$ cat src/rtl/cosr_pkg.sv
package cosr_pkg;

  // Read-side bit positions of the status word
  localparam int RD_HALT  = 0;
  localparam int RD_BROKE = 1;
  localparam int RD_BUSY  = 2;
  localparam int RD_FULL  = 3;
  localparam int RD_IE    = 6;
  localparam int RD_SIG   = 7;

  // Write-side command bit positions
  localparam int WR_RUN    = 0;
  localparam int WR_STOP   = 1;
  localparam int WR_UNBRK  = 2;
  localparam int WR_IACK   = 3;
  localparam int WR_IRAISE = 4;
  localparam int WR_IE_OFF = 7;
  localparam int WR_IE_ON  = 8;
  localparam int WR_SIG    = 9;

  // One clear/set command pair
  typedef struct packed {
    logic clr;
    logic set;
  } pair_t;

  // Resolve a pair against the current value; both asserted means hold
  function automatic logic pair_resolve(input pair_t p, input logic cur);
    logic r;
    r = cur;
    if (p.set && !p.clr) r = 1'b1;
    else if (p.clr && !p.set) r = 1'b0;
    return r;
  endfunction

endpackage

$ cat src/rtl/cosr_flag.sv
module cosr_flag
  import cosr_pkg::*;
#(
  parameter logic RST_VAL = 1'b0
) (
  input  logic  clk,
  input  logic  rst,
  input  logic  cmd_en,
  input  pair_t cmd,
  input  logic  force_set,
  output logic  q
);

  logic q_r;
  logic q_nxt;

  always_comb begin
    q_nxt = q_r;
    if (cmd_en) q_nxt = pair_resolve(cmd, q_r);
    if (force_set) q_nxt = 1'b1;
  end

  always_ff @(posedge clk) begin
    if (rst) q_r <= RST_VAL;
    else     q_r <= q_nxt;
  end

  assign q = q_r;

  // a pair with both bits set and no event leaves the flag alone
  p_pair_both_hold_r7: assert property (@(posedge clk) disable iff (rst)
    (cmd_en && cmd.clr && cmd.set && !force_set) |=> $stable(q_r));

  // an event forces the flag high on the next cycle
  p_force_sets_r8: assert property (@(posedge clk) disable iff (rst)
    force_set |=> q_r);

endmodule

$ cat src/rtl/cosr_sig_bank.sv
module cosr_sig_bank
  import cosr_pkg::*;
#(
  parameter int NUM_SIG = 8
) (
  input  logic                   clk,
  input  logic                   rst,
  input  logic                   cmd_en,
  input  logic [2*NUM_SIG-1:0]   cmd_bits,
  output logic [NUM_SIG-1:0]     sig
);

  for (genvar n = 0; n < NUM_SIG; n++) begin : g_sig
    pair_t cmd_n;
    assign cmd_n.clr = cmd_bits[2*n];
    assign cmd_n.set = cmd_bits[2*n+1];

    cosr_flag #(.RST_VAL(1'b0)) u_flag (
      .clk       (clk),
      .rst       (rst),
      .cmd_en    (cmd_en),
      .cmd       (cmd_n),
      .force_set (1'b0),
      .q         (sig[n])
    );
  end

endmodule

$ cat src/rtl/cosr_sem.sv
module cosr_sem (
  input  logic clk,
  input  logic rst,
  input  logic acquire,
  input  logic release_req,
  output logic taken
);

  logic taken_r;

  always_ff @(posedge clk) begin
    if (rst)              taken_r <= 1'b0;
    else if (release_req) taken_r <= 1'b0;
    else if (acquire)     taken_r <= 1'b1;
  end

  assign taken = taken_r;

  // a release always frees the lock
  p_release_frees_r11: assert property (@(posedge clk) disable iff (rst)
    release_req |=> !taken_r);

  // once taken, only a release frees it
  p_held_until_release_r10: assert property (@(posedge clk) disable iff (rst)
    (taken_r && !release_req) |=> taken_r);

endmodule

$ cat src/rtl/cosr_ctl.sv
module cosr_ctl
  import cosr_pkg::*;
#(
  parameter int DATA_W    = 32,
  parameter int ADDR_W    = 2,
  parameter int NUM_SIG   = 8,
  parameter int STAT_ADDR = 0,
  parameter int SEM_ADDR  = 1
) (
  input  logic              clk,
  input  logic              rst,
  input  logic              wr_en,
  input  logic              rd_en,
  input  logic [ADDR_W-1:0] addr,
  input  logic [DATA_W-1:0] wdata,
  output logic [DATA_W-1:0] rdata,
  output logic              rd_valid,
  input  logic              brk_evt,
  input  logic              self_halt_evt,
  input  logic              dma_busy,
  input  logic              dma_full,
  output logic              halted,
  output logic              irq
);

  localparam int SIG_CMD_W = 2 * NUM_SIG;
  localparam logic [ADDR_W-1:0] A_STAT = ADDR_W'(STAT_ADDR);
  localparam logic [ADDR_W-1:0] A_SEM  = ADDR_W'(SEM_ADDR);

  // Mask of the write bits that carry a command
  localparam logic [DATA_W-1:0] CMD_MASK =
      (DATA_W'(1) << WR_RUN) | (DATA_W'(1) << WR_STOP) | (DATA_W'(1) << WR_UNBRK) |
      (DATA_W'(1) << WR_IACK) | (DATA_W'(1) << WR_IRAISE) |
      (DATA_W'(1) << WR_IE_OFF) | (DATA_W'(1) << WR_IE_ON) |
      (((DATA_W'(1) << SIG_CMD_W) - DATA_W'(1)) << WR_SIG);

  // Address decode
  logic stat_wr, stat_rd, sem_wr, sem_rd;
  assign stat_wr = wr_en && (addr == A_STAT);
  assign stat_rd = rd_en && (addr == A_STAT);
  assign sem_wr  = wr_en && (addr == A_SEM);
  assign sem_rd  = rd_en && (addr == A_SEM);

  // Command pairs
  pair_t halt_cmd, brk_cmd, irq_cmd, ie_cmd;
  assign halt_cmd.clr = wdata[WR_RUN];
  assign halt_cmd.set = wdata[WR_STOP];
  assign brk_cmd.clr  = wdata[WR_UNBRK];
  assign brk_cmd.set  = 1'b0;
  assign irq_cmd.clr  = wdata[WR_IACK];
  assign irq_cmd.set  = wdata[WR_IRAISE];
  assign ie_cmd.clr   = wdata[WR_IE_OFF];
  assign ie_cmd.set   = wdata[WR_IE_ON];

  logic unused_wbits;
  assign unused_wbits = ^(wdata & ~CMD_MASK);

  // Flag state
  logic halted_q, broke_q, ie_q, irq_q, sem_q;
  logic [NUM_SIG-1:0] sig_q;

  cosr_flag #(.RST_VAL(1'b1)) u_halt (
    .clk(clk), .rst(rst), .cmd_en(stat_wr), .cmd(halt_cmd),
    .force_set(brk_evt | self_halt_evt), .q(halted_q)
  );

  cosr_flag #(.RST_VAL(1'b0)) u_broke (
    .clk(clk), .rst(rst), .cmd_en(stat_wr), .cmd(brk_cmd),
    .force_set(brk_evt), .q(broke_q)
  );

  cosr_flag #(.RST_VAL(1'b0)) u_ie (
    .clk(clk), .rst(rst), .cmd_en(stat_wr), .cmd(ie_cmd),
    .force_set(1'b0), .q(ie_q)
  );

  cosr_flag #(.RST_VAL(1'b0)) u_irq (
    .clk(clk), .rst(rst), .cmd_en(stat_wr), .cmd(irq_cmd),
    .force_set(brk_evt & ie_q), .q(irq_q)
  );

  cosr_sig_bank #(.NUM_SIG(NUM_SIG)) u_sig (
    .clk(clk), .rst(rst), .cmd_en(stat_wr),
    .cmd_bits(wdata[WR_SIG +: SIG_CMD_W]), .sig(sig_q)
  );

  cosr_sem u_sem (
    .clk(clk), .rst(rst), .acquire(sem_rd), .release_req(sem_wr), .taken(sem_q)
  );

  // Packed status word
  logic [DATA_W-1:0] status_word;
  always_comb begin
    status_word = '0;
    status_word[RD_HALT]  = halted_q;
    status_word[RD_BROKE] = broke_q;
    status_word[RD_BUSY]  = dma_busy;
    status_word[RD_FULL]  = dma_full;
    status_word[RD_IE]    = ie_q;
    status_word[RD_SIG +: NUM_SIG] = sig_q;
  end

  // Registered read port
  logic [DATA_W-1:0] rdata_q;
  logic              rvalid_q;
  always_ff @(posedge clk) begin
    if (rst) begin
      rdata_q  <= '0;
      rvalid_q <= 1'b0;
    end else begin
      rvalid_q <= rd_en;
      if (stat_rd)     rdata_q <= status_word;
      else if (sem_rd) rdata_q <= DATA_W'(sem_q);
      else             rdata_q <= '0;
    end
  end

  assign rdata    = rdata_q;
  assign rd_valid = rvalid_q;
  assign halted   = halted_q;
  assign irq      = irq_q;

  // reset state
  p_reset_state_r1: assert property (@(posedge clk)
    rst |=> (halted && !irq && !broke_q && !ie_q && sig_q == '0 && !sem_q));

  // a break event sets both halted and broke
  p_break_halts_r8: assert property (@(posedge clk) disable iff (rst)
    brk_evt |=> (halted && broke_q));

  // an enabled break raises the interrupt
  p_break_irq_r9: assert property (@(posedge clk) disable iff (rst)
    (brk_evt && ie_q) |=> irq);

  // with the enable off, no write and a break, irq holds
  p_break_masked_r9: assert property (@(posedge clk) disable iff (rst)
    (brk_evt && !ie_q && !stat_wr) |=> $stable(irq));

  // a read of a free semaphore returns 0
  p_sem_grant_r10: assert property (@(posedge clk) disable iff (rst)
    (sem_rd && !sem_q) |=> (rd_valid && rdata == '0));

  // a read of a taken semaphore returns 1
  p_sem_busy_r10: assert property (@(posedge clk) disable iff (rst)
    (sem_rd && sem_q) |=> (rd_valid && rdata == DATA_W'(1)));

  // valid follows the request by exactly one cycle
  p_rvalid_timing_r12: assert property (@(posedge clk) disable iff (rst)
    rd_en |=> rd_valid);
  p_rvalid_idle_r12: assert property (@(posedge clk) disable iff (rst)
    !rd_en |=> !rd_valid);

  // an event beats a host start in the same cycle
  p_event_beats_start_r13: assert property (@(posedge clk) disable iff (rst)
    (stat_wr && wdata[WR_RUN] && (brk_evt || self_halt_evt)) |=> halted);

endmodule

$ cat config.mk
export PLATFORM = sky130hd
export DESIGN_NAME = cosr_ctl
export DESIGN_NICKNAME = d
export VERILOG_FILES = /design/src/rtl/cosr_pkg.sv /design/src/rtl/cosr_flag.sv /design/src/rtl/cosr_sig_bank.sv /design/src/rtl/cosr_sem.sv /design/src/rtl/cosr_ctl.sv
export SDC_FILE = /design/constraint.sdc
export NUM_CORES = 1
export LEC_CHECK = 0
export BUFFER_PORTS_ARGS = -buffer_cell sky130_fd_sc_hd__buf_2
export CAP_MARGIN = 40
export CELL_PAD_IN_SITES_DETAIL_PLACEMENT = 0
export CELL_PAD_IN_SITES_GLOBAL_PLACEMENT = 1
export CORE_ASPECT_RATIO = 0.7
export CORE_MARGIN = 2
export CORE_UTILIZATION = 28
export DETAILED_ROUTE_END_ITERATION = 8
export PLACE_DENSITY = 0.76
export SYNTH_ARGS = -nofsm -noshare
export SYNTH_HDL_FRONTEND = slang
export SYNTH_SLANG_ARGS = --single-unit
$ cat constraint.sdc
create_clock -name clk -period 1.2 [get_ports clk]
set_input_delay 0.18 -clock clk [delete_from_list [all_inputs] [get_ports clk]]
set_output_delay 0.18 -clock clk [all_outputs]
set_load 0.1 [all_outputs]
==> results of run 1 <==
[state kept, by name (all words and copies together), names as in the netlist]
register              flops
rd_valid                  1
u_irq.q                   1
u_halt.q                  1
u_sig.g_sig.u_flag.q      8
u_ie.q                    1
u_broke.q                 1
u_sem.taken               1
rdata                    13
[logic make-up after synthesis]
group | Yosys count | synth area share
AOI/OAI and AO/OA | 4 | 0.0190
adders and majority gates | 11 | 0.0993
buffers and inverters | 37 | 0.161
DFF | 27 | 0.390
muxes | 12 | 0.0866
other | 1 | 0.00270
and+or+nand+nor | 41 | 0.242
[layout by cell type (no fill, tap or decap), types with 3 or more instances in the layout]
master    count
mux2i_1      12
buf_2        32
buf_12       14
nor4b_2       9
nor2_1       11
ha_1         11
inv_1        12
dfxtp_1      25
conb_1       19
buf_4         6
and3_1       12
clkbuf_8      3
[per-stage QoR]
stage	hold WS, ns	util	cell area [um2]
CTS	0.0725	0.397	1900
global route	0.0748	0.398	1900
detailed placement	0.362	0.387	1850
floorplan	0.252	-	1460
global placement	0.361	0.387	1850
finish	0.0759	0.398	1900
[area by class of cell]
class / count / area [um2] / share of cell area
multi-input combinational: 87 / 691 / 0.363
tap: 69 / 86.3 / 0.0454
sequential: 27 / 543 / 0.285
timing repair buffer: 53 / 493 / 0.259
clock buffer: 4 / 45.0 / 0.0237
inverter: 12 / 45.0 / 0.0237
[synth_stat cells]
library cell,instances
dfxtp_1,27
buf_4,20
and3_1,12
inv_1,12
mux2i_1,12
ha_1,11
nor2_1,11
nor4b_2,9
clkbuf_1,3
a21oi_1,2
nand2_1,2
nor2b_1,2
nor3_1,2
nor4b_4,2
a211oi_1,1
a311oi_1,1
buf_2,1
buf_6,1
conb_1,1
nand2b_1,1
[metal layers]
layer	GRT usage	vias to the layer above
li1	-	508
met1	0.141	428
met2	0.170	36
met3	0.0277	5
met4	0.0341	0
met5	0	-
[power breakdown]
| part | internal [mW] | total [mW] | switching (mW) | leakage (nW) |
|---|---|---|---|---|
| clock network | 0.238 | 0.512 | 0.274 | 0.0228 |
| logic | 0.125 | 0.539 | 0.414 | 0.657 |
| registers | 0.909 | 0.917 | 0.00719 | 0.219 |
| total | 1.27 | 1.97 | 0.696 | 0.898 |
[worst max path at each step]
stage,startpoint,end,slack (ns),cells after the start
after CTS,rd_valid$_SDFF_PP0_,rd_valid,0.01,1
after global placement,wdata[3],u_irq.q$_SDFFE_PP0P_,-0.09,6
after floorplan,wdata[3],u_irq.q$_SDFFE_PP0P_,0.02,5
after global routing,wdata[3],u_irq.q$_SDFFE_PP0P_,0.08,6
final,rd_valid$_SDFF_PP0_,rd_valid,0.12,1
after detailed placement,wdata[3],u_irq.q$_SDFFE_PP0P_,-0.11,6
[worst reg2reg max path: stages, from the launching register on]
cell and delay [ns]:
dfxtp_1 0.33, nor2_1 0.04, a311oi_1 0.21
[what timing repair did]
item	in CTS	in global routing
pin swaps	0	0
gates cloned	0	0
resized for setup	1	1
hold buffers	0	0
setup endpoints to repair	1	1
==> metrics.cfg, run 1 <==
[final_layout]
layout-drive-gt1-share = 0.377
antenna_cells = 0
fin_cells = 252
n_fill_cell = 494
area_growth_pct = 37.3
layout.nets = 237

[route]
first_iter_violations = 22
wl_met3_um = 161
drt_wl_total_um = 2790
wire_per_inst_um = 11.1
routed-wl-met2_um = 1260
vias_per_cell = 3.88
top_layer_used = met4
first_pass_iters = 4
wl_met1_um = 1330
vias = 977
drcViolationCount = 0
final_antenna_net_count = 0

[clock_tree]
cts_tree = built
cts_root_buf = clkbuf_8
clock-sinks = 27
cts-htree-levels = 1
cts_buffers = 3
clockBufferDepth = 2
post_cts_buffers = 0
clk_pin_slew_ns = 0.09
worst_skew_pair.late_latency_ns = 0.27

[sta]
finalWorstSetupSlack_ns = 0.116
maxSlewViolCount = 0
hold_violations = 0
period_minus_slack_ns = 1.08
fmax_mhz = 923
slew_headroom = 0.471
fin_tns_setup_ns = 0
finalClockSkew_ns = 0.000204
fin_crit_sh = 0.903
worst_slew_pin_slew_ns = 0.790
grt_setup_unrepaired = false
finalSetupViolations = 0

[global_route]
grt_usage = 0.107
grt_pass1_vias = 921
antenna_found_initial = 0
grt_pass1_wl_um = 4490
grt.overflow.total = 0
grt_max_degree = 15

[die]
io-pin-count = 77
core_um2 = 4780
rows = 21
die_area_um2 = 5540
fp.dieW_um = 88.1
fp.dieH_um = 62.9
start_util = 0.290

[logic_synthesis]
netlist_area_um2 = 1390
synth_seq_cells = 27
ys_seq_area_frac = 0.390
synth_area_per_cell_um2 = 10.4
synth_top_cell_area_share = 0.390
yosysWarnings = 0
synth_cell_types = 20
synthTopCellsByArea = dfxtp_1, buf_4, ha_1, nor4b_2, mux2i_1
synth_top_cell_by_area = dfxtp_1
syn_inst = 133

[critical_path]
reg2reg_to = u_broke.q$_SDFFE_PP0P_
cp_max_fo = 1
end_kind = output pin
path_cells = clkbuf_4
cp.buffers_inverters = 1
criticalPathCategory = flop to output pin
max_stage_delay_ns = 0.32
r2r_cells = 2
cp_slowest_cell = clkbuf_4
startpoint_type = flop
r2r-start = u_broke.q$_SDFFE_PP0P_
critical-path-top-delay-family = buffers and inverters
crit_required_ns = 1.02
worst_ep_arrival_time_ns = 0.90
reg2reg_slack_ns = 0.53

[worst_hold_path]
hp-start = self_halt_evt
min_path_cells = 3
min_to = u_halt.q$_SDFFE_PP1P_
worstHoldPathType = input pin to flop

[placement]
preCtsSetupSlack_ns = -0.112
dp_hpwl_um = 2200
dp.cells = 248
port_buffers = 48
place.gp.congestion = 0.628

[pwr]
power_leakage_nw = 0.898
p_total_mw = 1.97
irDropWorstVdd_v = 0.000307
power_density_nw_per_um2 = 1030

[status]
status = complete, no violations

[flow_run]
cap_violations = 0

Note: power is estimated with default switching activity, not from simulation.
==> run 2: changes to the inputs <==
--- a/config.mk
+++ b/config.mk
@@ -11,9 +11,9 @@
 export CELL_PAD_IN_SITES_GLOBAL_PLACEMENT = 1
 export CORE_ASPECT_RATIO = 0.7
 export CORE_MARGIN = 2
-export CORE_UTILIZATION = 28
+export CORE_UTILIZATION = 32
 export DETAILED_ROUTE_END_ITERATION = 8
-export PLACE_DENSITY = 0.76
+export PLACE_DENSITY = 0.82
 export SYNTH_ARGS = -nofsm -noshare
 export SYNTH_HDL_FRONTEND = slang
 export SYNTH_SLANG_ARGS = --single-unit
==> constraint.sdc (replaced) <==
create_clock -name clk -period 1.1 [get_ports clk]
set_input_delay 0.165 -clock clk [delete_from_list [all_inputs] [get_ports clk]]
set_output_delay 0.165 -clock clk [all_outputs]
set_load 0.1 [all_outputs]
==> metrics.cfg, run 2 (synthesis gave the netlist of run 1 again) <==
[route]
final_antenna_net_count = 0  ; unchanged
vias_per_cell = 4.28  ; was 3.88
first_iter_violations = 48  ; was 22
wire_per_inst_um = 11.5  ; was 11.1 um
drt_wl_total_um = 2720  ; was 2790 um
vias = 1011  ; was 977
first_pass_iters = 3  ; was 4
drcViolationCount = 0  ; unchanged

[final_layout]
multi_input_area_um2 = 703  ; was 691 um2
antenna_cells = 0  ; unchanged
layout-drive-gt1-share = 0.386  ; was 0.377
n_fill_cell = 398  ; was 494
layout.cells.most_common = buf_2  ; unchanged
regArea_um2 = 543  ; unchanged
final_util = 0.480  ; was 0.398
fin_cells = 236  ; was 252
layout.nets = 238  ; was 237
largest_reg_flops = 13  ; unchanged
layout_common_cells = buf_2, dfxtp_1, conb_1  ; unchanged
area_growth_pct = 39.9  ; was 37.3%

[sta]
hold_ws_ns = 0.0824  ; was 0.0759 ns
fmax_mhz = 993
finalSetupViolations = 0  ; unchanged
fin_tns_setup_ns = 0  ; unchanged
worst_slew_pin_slew_ns = 0.763  ; was 0.790 ns
maxSlewViolCount = 0  ; unchanged
finalClockSkew_ns = 0.00434  ; was 0.000204 ns
fin_crit_sh = 0.915
slew_headroom = 0.489  ; was 0.471
finalWorstSetupSlack_ns = 0.0932  ; was 0.116 ns
hold_violations = 0  ; unchanged
grt_setup_unrepaired = false  ; unchanged
period_minus_slack_ns = 1.01

[clock_tree]
post_cts_buffers = 0  ; unchanged
clk_pin_slew_ns = 0.09  ; about the same
clock-sinks = 27  ; unchanged
cts_root_buf = clkbuf_8  ; unchanged
postCtsHoldBufs = 0  ; unchanged
cts_resized = 0  ; was 1
worst_skew_pair.late_latency_ns = 0.27  ; about the same
cts_tree = built  ; unchanged
cts-htree-levels = 1  ; unchanged
clockBufferDepth = 2  ; unchanged
cts_buffers = 3  ; unchanged

[pwr]
irDropWorstVdd_v = 0.000525  ; was 0.000307 V
power_density_nw_per_um2 = 1110  ; was 1030 nW/um2
clockPowerShare = 0.253  ; was 0.260
sequentialPowerShare = 0.465  ; was 0.466
net-switching-power_uw = 751  ; was 696 uW
p_int_mw = 1.41  ; was 1.27 mW
power_frac_comb = 0.282  ; was 0.274
p_sw_frac = 0.348  ; was 0.353
power_leakage_nw = 0.914  ; was 0.898 nW

[critical_path]
path_cells = buf_2, ha_1, nor4b_2, mux2i_1, nor2_1  ; was clkbuf_4
cp-endpoint = u_ie.q$_SDFFE_PP0P_  ; was rd_valid
end_kind = flop  ; was output pin
r2r-start = u_sem.taken$_SDFFE_PP0P_  ; was u_broke.q$_SDFFE_PP0P_
max_stage_delay_ns = 0.31  ; was 0.32 ns
reg2reg_to = u_sem.taken$_SDFFE_PP0P_  ; was u_broke.q$_SDFFE_PP0P_
reg2reg_slack_ns = 0.41  ; was 0.53 ns
r2r_cells = 2  ; unchanged
worst_ep_arrival_time_ns = 1.17  ; was 0.90 ns
cp_slowest_cell = nor4b_2  ; was clkbuf_4
crit_required_ns = 1.27  ; was 1.02 ns
criticalPathCategory = input pin to flop  ; was flop to output pin
startpoint_type = input pin  ; was flop
crit_path_start = wdata[8]  ; was rd_valid$_SDFF_PP0_
cp_max_fo = 1  ; unchanged

[global_route]
grt_pass1_wl_um = 4350  ; was 4490 um
grt_max_degree = 15  ; unchanged
grt_usage = 0.119  ; was 0.107
antenna_found_initial = 0  ; unchanged
grt_pass1_vias = 915  ; was 921
grt.overflow.total = 0  ; unchanged

[die]
fp.dieW_um = 82.7  ; was 88.1 um
core_um2 = 4040  ; was 4780 um2
start_util = 0.343  ; was 0.290
rows = 19  ; was 21
io-pin-count = 77  ; unchanged
die_area_um2 = 4880  ; was 5540 um2
fp.dieH_um = 59.1  ; was 62.9 um

[placement]
port_buffers = 48  ; unchanged
dp.cells = 232  ; was 248
preCtsSetupSlack_ns = -0.177  ; was -0.112 ns
place.gp.congestion = 0.731  ; was 0.628
dp_hpwl_um = 2190  ; was 2200 um

[worst_hold_path]
worstHoldPathType = input pin to flop  ; unchanged
hp-start = self_halt_evt  ; unchanged

[flow_run]
cap_violations = 0  ; unchanged

[status]
status = complete, no violations  ; unchanged

## run 2: worst max-delay path: cells and delay by family
family	cells	cell delay, ns
adder cells (fa/ha/maj)	1	0.29
buffers and inverters	1	0.10
multiplexers	1	0.25
AND/OR/NAND/NOR	2	0.37
## run 2: stage by stage
stage               total power [mW]  area (um2)
detailed placement              1.63        1890
floorplan                       1.55        1470
global placement                1.63        1890
global route                    2.26        1940
finish                          2.16        1940
CTS                             2.19        1940
## run 2: final cells by class
class                      count  area share
inverter                      12      0.0232
timing repair buffer          54       0.277
clock buffer                   4      0.0232
tap                           52      0.0335
multi-input combinational     87       0.363
sequential                    27       0.280
## run 2: worst min path at each step
stage                                  end  slack, ns  cells after the start
floorplan           u_broke.q$_SDFFE_PP0P_       0.24                      1
global placement     u_halt.q$_SDFFE_PP1P_       0.36                      3
detailed placement   u_halt.q$_SDFFE_PP1P_       0.35                      3
CTS                  u_halt.q$_SDFFE_PP1P_       0.07                      3
global route         u_halt.q$_SDFFE_PP1P_       0.07                      3
finish               u_halt.q$_SDFFE_PP1P_       0.08                      3
## run 2: metal layers
layer,up-vias,share of wire,track usage
li1,512,-,-
met1,450,0.45,0.151
met2,47,0.43,0.195
met3,2,0.11,0.0412
met4,0,0.0088,0.0281
met5,-,0,0
## run 2: power by group through the flow
| stage | logic [mW] | clock network (mW) | registers [mW] |
|---|---|---|---|
| final | 0.609 | 0.546 | 1.00 |
| after global routing | 0.645 | 0.612 | 1.00 |
| after detailed placement | 0.610 | 0 | 1.02 |
| after floorplan | 0.481 | 0 | 1.07 |
| after global placement | 0.610 | 0 | 1.02 |
| after CTS | 0.612 | 0.572 | 1.00 |
==> run 3: changes to the inputs <==
--- a/config.mk
+++ b/config.mk
@@ -13,7 +13,8 @@
 export CORE_MARGIN = 2
 export CORE_UTILIZATION = 32
 export DETAILED_ROUTE_END_ITERATION = 8
-export PLACE_DENSITY = 0.82
+export PLACE_DENSITY_LB_ADDON = 0.1
+export REMOVE_ABC_BUFFERS = 1
 export SYNTH_ARGS = -nofsm -noshare
 export SYNTH_HDL_FRONTEND = slang
 export SYNTH_SLANG_ARGS = --single-unit
==> metrics.cfg, run 3 (synthesis gave the netlist of run 1 again) <==
[status]
status = complete, no violations  ; unchanged

[clock_tree]
worst_skew_pair.late_latency_ns = 0.28  ; was 0.27 ns
clock-sinks = 27  ; unchanged
cts_tree = built  ; unchanged
postCtsHoldBufs = 0  ; unchanged
cts-htree-levels = 1  ; unchanged
clk_pin_slew_ns = 0.10  ; was 0.09 ns
cts_root_buf = clkbuf_8  ; unchanged
clockBufferDepth = 2  ; unchanged
cts_buffers = 3  ; unchanged

[flow_run]
cap_violations = 0  ; unchanged

[final_layout]
layout-drive-gt1-share = 0.384  ; was 0.386
largest_reg_flops = 13  ; unchanged
antenna_cells = 0  ; unchanged
layout_common_cells = buf_2, dfxtp_1, conb_1  ; unchanged
layout.nets = 239  ; was 238
area_growth_pct = 40.6  ; was 39.9%
final_util = 0.482  ; was 0.480
layout.cells.most_common = buf_2  ; unchanged

[sta]
finalSetupViolations = 0  ; unchanged
grt_setup_unrepaired = false  ; unchanged
maxSlewViolCount = 0  ; unchanged
fin_crit_sh = 0.930  ; was 0.915
fmax_mhz = 977  ; was 993 MHz
period_minus_slack_ns = 1.02  ; was 1.01 ns
finalClockSkew_ns = 0.00389  ; was 0.00434 ns
finalWorstSetupSlack_ns = 0.0765  ; was 0.0932 ns
hold_ws_ns = 0.0759  ; was 0.0824 ns
hold_violations = 0  ; unchanged

[worst_hold_path]
min_to = u_halt.q$_SDFFE_PP1P_  ; unchanged
min_path_cells = 3  ; unchanged
hp-start = self_halt_evt  ; unchanged
worstHoldPathType = input pin to flop  ; unchanged

[critical_path]
critical-path-top-delay-family = flip-flops  ; was simple AND/OR/NAND/NOR gates
startpoint_type = flop  ; was input pin
cp_slowest_cell = dfxtp_1  ; was nor4b_2
reg2reg_to = u_broke.q$_SDFFE_PP0P_  ; was u_sem.taken$_SDFFE_PP0P_
path_cells = buf_12  ; was buf_2, ha_1, nor4b_2, mux2i_1, nor2_1
worst_ep_arrival_time_ns = 0.86  ; was 1.17 ns
criticalPathCategory = flop to output pin  ; was input pin to flop
cp_max_fo = 2  ; was 1
r2r-start = u_broke.q$_SDFFE_PP0P_  ; was u_sem.taken$_SDFFE_PP0P_
r2r_cells = 2  ; unchanged
reg2reg_slack_ns = 0.41  ; about the same
end_kind = output pin  ; was flop
crit_required_ns = 0.94  ; was 1.27 ns
max_stage_delay_ns = 0.39  ; was 0.31 ns
cp.buffers_inverters = 1  ; unchanged

[placement]
port_buffers = 48  ; unchanged
place.gp.congestion = 0.682  ; was 0.731
preCtsSetupSlack_ns = -0.200  ; was -0.177 ns
dp_hpwl_um = 2100  ; was 2190 um

[global_route]
grt_pass1_wl_um = 4630  ; was 4350 um
grt_pass1_vias = 1062  ; was 915
grt.overflow.total = 0  ; unchanged
grt_usage = 0.127  ; was 0.119
grt_max_degree = 17  ; was 15
antenna_found_initial = 0  ; unchanged

[route]
first_pass_iters = 4  ; was 3
wire_per_inst_um = 11.5  ; about the same
first_iter_violations = 28  ; was 48
final_antenna_net_count = 0  ; unchanged
vias = 1018  ; was 1011
drcViolationCount = 0  ; unchanged
vias_per_cell = 4.30  ; was 4.28
drt_wl_total_um = 2730  ; was 2720 um

[die]
fp.dieH_um = 59.1  ; unchanged
rows = 19  ; unchanged
io-pin-count = 77  ; unchanged
start_util = 0.343  ; unchanged
fp.dieW_um = 82.7  ; unchanged
die_area_um2 = 4880  ; unchanged
core_um2 = 4040  ; unchanged

[pwr]
p_total_mw = 2.19  ; was 2.16 mW
power_density_nw_per_um2 = 1120  ; was 1110 nW/um2
irDropWorstVdd_v = 0.000705  ; was 0.000525 V
power_leakage_nw = 0.923  ; was 0.914 nW

run 3: cell types whose count changed in the layout (fill, tap and decap cells not counted), sizes merged:
cell      change
clkinvlp      +1
clkbuf        -1
buf           +1
run 3: final cells by class:
type,instances,area (um2)
repair buffers,55,558
inverters,12,45.0
clock buffers,3,41.3
flip-flops and latches,27,542
clock inverters,1,7.51
well taps,52,65.1
fillers,381,2090
multi-input cells,87,691
run 3: how the worst max path moves through the flow:
stage / startpoint / endpoint / cells after the start
6_report: u_irq.q$_SDFFE_PP0P_ / irq / 1
5_1_grt: u_irq.q$_SDFFE_PP0P_ / irq / 1
4_1_cts: u_halt.q$_SDFFE_PP1P_ / halted / 1
3_5_place_dp: wdata[3] / u_irq.q$_SDFFE_PP0P_ / 6
3_3_place_gp: wdata[3] / u_irq.q$_SDFFE_PP0P_ / 6
2_1_floorplan: u_halt.q$_SDFFE_PP1P_ / rdata[0]$_SDFF_PP0_ / 2
run 3: per-layer routing:
| layer | track usage | wire [um] |
|---|---|---|
| met1 | 0.143 | 1180 |
| met2 | 0.227 | 1330 |
| met3 | 0.0457 | 200 |
| met4 | 0.0328 | 19 |
| met5 | 0 | 0 |
run 3: where the power goes:
group          internal [mW]  switching, mW
logic                  0.157          0.454
registers              0.992        0.00925
clock network          0.257          0.322
run 3: through the flow:
step | instances | setup TNS, ns | area [um2]
floorplan | 126 | -0.706 | 1280
global placement | 233 | -1.41 | 1900
detailed placement | 233 | -1.78 | 1900
CTS | 237 | 0 | 1950
global route | 237 | 0 | 1950
finish | 237 | 0 | 1950
run 3: timing repair:
action,CTS,global route
resized for setup,0,1
hold endpoints to repair,0,0
buffers inserted,0,0
endpoints found under the setup margin,0,1
run 3: worst min-delay path, cell delays in order:
cell,delay [ns]
buf_2,0.07
nor3_1,0.03
nand2_1,0.05
